`src/rtl/dbg_chain_selector.sv`:
```
module dbg_chain_selector #(
  parameter int NUM_MODULES = 4,
  parameter int ID_W        = 2
) (
  input  logic                   clk,
  input  logic                   rst_n,
  input  logic                   capture_dr,
  input  logic                   shift_dr,
  input  logic                   update_dr,
  input  logic                   tdi,
  input  logic [NUM_MODULES-1:0] mod_tdo,
  output logic                   tdo,
  output logic [NUM_MODULES-1:0] mod_en,
  output logic [NUM_MODULES-1:0] mod_capture,
  output logic [NUM_MODULES-1:0] mod_shift,
  output logic [NUM_MODULES-1:0] mod_update,
  output logic                   sel_err
);
  localparam int CMD_W = ID_W + 1;

  logic [CMD_W-1:0] cmd_q;
  logic [ID_W-1:0]  id_q;
  logic             active_q;
  logic             err_q;

  wire             sel_flag = cmd_q[CMD_W-1];
  wire [ID_W-1:0]  req_id   = cmd_q[ID_W-1:0];
  wire             id_legal = (32'(req_id) < 32'(NUM_MODULES));

  always_ff @(posedge clk or negedge rst_n) begin
    if (!rst_n) begin
      cmd_q    <= '0;
      id_q     <= '0;
      active_q <= 1'b0;
      err_q    <= 1'b0;
    end else begin
      if (shift_dr)
        cmd_q <= {tdi, cmd_q[CMD_W-1:1]};
      if (update_dr && sel_flag) begin
        if (id_legal) begin
          id_q     <= req_id;
          active_q <= 1'b1;
          err_q    <= 1'b0;
        end else begin
          active_q <= 1'b0;
          err_q    <= 1'b1;
        end
      end
    end
  end

  for (genvar i = 0; i < NUM_MODULES; i++) begin : g_route
    assign mod_en[i]      = active_q && (id_q == ID_W'(i));
    assign mod_capture[i] = capture_dr && mod_en[i];
    assign mod_shift[i]   = shift_dr && mod_en[i];
    assign mod_update[i]  = update_dr && !sel_flag && mod_en[i];
  end

  assign tdo     = |(mod_tdo & mod_en);
  assign sel_err = err_q;
endmodule


```
`config.mk`:
```
export PLATFORM = sky130hd
export DESIGN_NAME = dbg_chain_selector
export DESIGN_NICKNAME = d
export VERILOG_FILES = /design/src/rtl/dbg_chain_selector.sv
export SDC_FILE = /design/constraint.sdc
export NUM_CORES = 1
export LEC_CHECK = 0
export BUFFER_PORTS_ARGS = -buffer_cell sky130_fd_sc_hd__buf_2
export CAP_MARGIN = 20
export CELL_PAD_IN_SITES_DETAIL_PLACEMENT = 1
export CELL_PAD_IN_SITES_GLOBAL_PLACEMENT = 2
export CORE_AREA = 2 2 46 48
export DETAILED_ROUTE_END_ITERATION = 12
export DIE_AREA = 0 0 48 50
export HOLD_SLACK_MARGIN = 0.02
export PLACE_DENSITY_LB_ADDON = 0.1
export SKIP_LAST_GASP = 1
export SLEW_MARGIN = 20
export SYNTH_ARGS = -nofsm -noshare
export SYNTH_HDL_FRONTEND = slang
export SYNTH_SLANG_ARGS = --single-unit
```
`constraint.sdc`:
```
create_clock -name clk -period 2.6 [get_ports clk]
set_input_delay 0.39 -clock clk [delete_from_list [all_inputs] [get_ports clk]]
set_output_delay 0.39 -clock clk [all_outputs]
set_load 0.05 [all_outputs]
```
# ---- After elaboration in Yosys (flattened, before gate mapping)
# Cells that the tools add are included.
# W data, S select, Z words.
dict set report word_totals {
  reg_bits 6
  latch_bits 0
  ramBits 0
  rom_bits 0
  in_bits 10
  output_inout_bits 18
  word_cells 28
  memories 0
}
dict set report classes {
  n_addsub 0
  multipliers 0
  div_mod_pow 0
  order_cmp 0
  eq_ne 3
  shifts 0
  muxes 0
  n_bitwise 1
  reduce_logical 21
}
# op count
set op_table {}
lappend op_table {{$logic_and A1 B1 Y1} 18}
lappend op_table {{$and A4 B4 Y4} 1}
lappend op_table {{$eq A2 B2 Y1 const B} 2}
lappend op_table {{$reduce_or A4 Y1} 1}
lappend op_table {{$eq A2 B1 Y1 const B} 1}
lappend op_table {{$logic_not A2 Y1} 1}
lappend op_table {{$logic_not A1 Y1} 1}

# ---- Depth between registers and ports, before layout
dict set report depth {
  depth_word 4
  depth_mapped 3
  depth_no_buf 2
}

# ---- Least setup slack after synthesis
# OpenSTA, ideal clock, no wires.
dict set report synth_timing {
  kind {flip-flop to output port}
  start {register id_q[1]}
  end {output mod_capture[0]}
  arrival_ps 2300
  required_time_ps 2210
  slack_ps -90
  stages_incl_launch_ff 4
  cell_sequence {dfrtp_1 -> buf_2 -> nor3b_1 -> and2_1}
}
dict set report synth_via {
  elab_chain_cells 3
}
# item line
set synth_rtl {}
lappend synth_rtl {{start: declaration} 22} ;# logic [ID_W-1:0] id_q;
lappend synth_rtl {{start signal: assignment} 41} ;# id_q <= req_id;
lappend synth_rtl {{$logic_not A2 Y1} 53} ;# assign mod_en[i] = active_q && (id_q == ID_W'(i));
lappend synth_rtl {{$logic_and A1 B1 Y1} 53}
lappend synth_rtl {{net mod_en[0]} 13} ;# output logic [NUM_MODULES-1:0] mod_en,
lappend synth_rtl {{$logic_and A1 B1 Y1} 54} ;# assign mod_capture[i] = capture_dr && mod_en[i];
lappend synth_rtl {{end: declaration} 14} ;# output logic [NUM_MODULES-1:0] mod_capture,
# The timed path passes the listed nets, and every way through them passes these cells.

# ---- Final worst setup path
dict set report layout_timing {
  start {register id_q[0]}
  end {output tdo}
}
dict set report layout_via {
  elab_chain_cells 4
  elab_cells_between_ends 10
  classes_between {3 x eq/ne; 1 x bitwise; 6 x reduce/logical}
}
# item line
set layout_rtl {}
lappend layout_rtl {{$eq A2 B1 Y1 (tied with other cells)} 53}
lappend layout_rtl {{$logic_and A1 B1 Y1} 53}
lappend layout_rtl {{$and A4 B4 Y4 (*)} 59} ;# assign tdo = |(mod_tdo & mod_en);
lappend layout_rtl {{$reduce_or A4 Y1 (*)} 59}
lappend layout_rtl {{end: declaration} 12} ;# output logic tdo,
# Mark *: on every way between the ends. The rest lies on a longest branch, timed or not.

==> results.md <==
* Run status: finished clean
* ANT nets after route at 0
* Remaining DRCs at 0
* Pin count of the biggest net entering global routing at 12
* Die area at around 0.0024 sq mm
* Area Growth Syn to Fin at 48.40%
* Die H at 50 um
* Seq/Total Area, Yosys at 0.3846
* TritonRoute pass-1 iters at 4
* Final period util at 0.7516
* First-pass GRT wire length at between 1000 and 1500 um
* Worst R2R Start: cmd_q[2]
* Share of cells above drive strength 1 at 0.6000
* Drt wl/cell at 10.13 um
* Syn Area/Cell at around 11 sq um
* Met3 GRT Util at 0.03297
* CTS tree: yes
* Worst vdd ir at 0.3334 mV
* Pleak at 0.3080 nW
* GR Overflow Total at 0
* Diode count at 0
* Clk buf depth at 2
* Core ar. at 0.001902 sq mm
* Starting DRT DRC Count at 2
* Placement Rows at 16
* CP startpoint: id_q[0]
* H-tree Lvls at 1
* Worst path arrival time at around 1600 ps
* Met2 GRT Util at 0.1200
* Fillers at 240
* Total CTS buffers at 3
* Top Usage Layer GRT: met2
* Power density over the cells at about 990 mW/mm^2
* Skew final at 3.403 ps
* Initial core utilization at 0.2053
* GR Util met1 at 0.1119
* Port-buffer cells at 26
* Worst Path Required at 2210 ps
* Final Hold Fails at 0
* Syn Nets at 47
* Flop2flop setup slack at 1620 ps
* Vias per cell at 4.098
* RR Endpoint: id_q[1]
* Cts hold-fix bufs at 1
* Die X-Extent at about 48 um
* Synth Cell Area at 390.4 sq um
* CP endpoint: tdo
* Initial antenna violation count at 0
* Crit-path cells: mux4_2 -> and2_1 -> buf_2
* Synth warn at 0
* Hold crit path type: in -> reg
* Unrepaired setup endpoints after global routing: no
* Cells after Synth at 37
* Clk_lat worst skew at 240 ps
* Critical Path Sink Type: primary output
* Nets at 77
* CTS root buf: clkbuf_4
* Placed Area at between 500 and 600 sq um
* Critical setup path kind: reg -> out
* Maxcap violations at 0
* Most common cell after layout, fill and taps aside: buf_2
* Vias at ~380
* Worst r2r path cells at 2
* Worst-path clk slew at 40 ps
* Drt total wl at about 930 um
* Most frequent cells in the layout: 26 x buf_2, 8 x and2_1, 6 x dfrtp_1
* Io pins at 28
* DPL Wire Length at 792.3 um
* Post-CTS sizing at 0
* Crit path time final at 1954 ps
* Overall routing resource usage at 0.08339
* Critical path buffers and inverters at 1
* # clock sinks at 6
* Startpoint Class: flip-flop
* Slowest-stage cell, CP: mux4_2
* Final Instance Area at 579.3 sq um
* Post-CTS setup buffers at 0
* CP peak stage delay at ~500 ps
* Slew Viols, Final at 0
* Vias in the first global route at 314
* Final Setup Violations at 0
* Fmax at roughly 510 MHz
* Setup TNS at 0 ps
* Yosys reg bits at 6
* Total stage count of the critical path at 3
* Crit Path Max Fanout at 7
* Synth cell types at 17
* RePlAce Congestion at roughly 0.63
* Delay-heaviest family, CP: multiplexers
## state kept, by name, indices dropped and copies added, names as in the netlist
| register | cells |
|---|---|
| active_q | 1 |
| cmd_q | 3 |
| id_q | 2 |
## logic make-up after synthesis
logic type | share of synthesized area
and+or+nand+nor | 0.3718
buffers and inverters | 0.03205
DFF | 0.3846
muxes | 0.2019
other | 0.009606
## worst register-to-register path, delay by kind of cell (launching register included)
kind,cells,cell delay (ps)
flops,1,400
mux,1,340
simple gates,1,130
## metrics by stage
step	cells	util	hold WS, ps	worst slack, ps	total power [mW]
floorplan	37	-	94.41	389.0	0.4211
global placement	88	0.2875	219.8	900.0	0.4944
detailed placement	88	0.2875	221.6	888.5	0.4956
CTS	92	0.3046	389.9	624.2	0.5828
global route	92	0.3046	396.6	560.0	0.6081
finish	92	0.3046	394.8	645.7	0.5721
## worst min path at each step
| stage | from | to | slack (ps) | cells after the start |
|---|---|---|---|---|
| finish | tdi | cmd_q[2] | 390 | 2 |
| global route | tdi | cmd_q[2] | 400 | 2 |
| CTS | tdi | cmd_q[2] | 390 | 2 |
| detailed placement | rst_n | cmd_q[0] | 220 | 1 |
| global placement | rst_n | cmd_q[0] | 220 | 1 |
| floorplan | rst_n | active_q | 90 | 0 |
## cell usage after synthesis
cell type / count / area share
and4b_1: 1 / 0.026
mux4_2: 1 / 0.058
and2_1: 8 / 0.13
nor3b_1: 2 / 0.038
nor3_1: 1 / 0.013
dfrtp_1: 6 / 0.38
nor2b_1: 1 / 0.016
conb_1: 1 / 0.0096
nand2b_1: 2 / 0.032
and3_2: 1 / 0.019
and3_1: 2 / 0.032
nand2_1: 2 / 0.019
buf_4: 1 / 0.019
buf_2: 1 / 0.013
mux2_2: 5 / 0.14
and3b_2: 1 / 0.026
and2b_2: 1 / 0.022
## per-layer routing
metal	up-vias	part of all wire	wire length, um
li1	182	-	-
met1	175	0.45	424
met2	20	0.45	418
met3	0	0.095	89
met4	0	0	0
met5	-	0	0
## where the power goes
group / switching (mW) / total, mW / internal, mW / leakage [nW]
combinational: 0.250 / 0.352 / 0.102 / 0.227
clock: 0.0301 / 0.0821 / 0.0520 / 0.0138
sequential: 0.0274 / 0.138 / 0.110 / 0.0676
total: 0.307 / 0.572 / 0.265 / 0.308
## final cells by class
| cell class | instances | area [sq um] | share of cell area |
|---|---|---|---|
| Sequential cell | 6 | 150.1 | 0.2592 |
| Tap cell | 27 | 33.78 | 0.05832 |
| Clock buffer | 3 | 22.52 | 0.03888 |
| Timing Repair Buffer | 27 | 140.1 | 0.2419 |
| Multi-Input combinational cell | 29 | 232.7 | 0.4017 |
No activity file was read; power rests on OpenSTA's default activity.
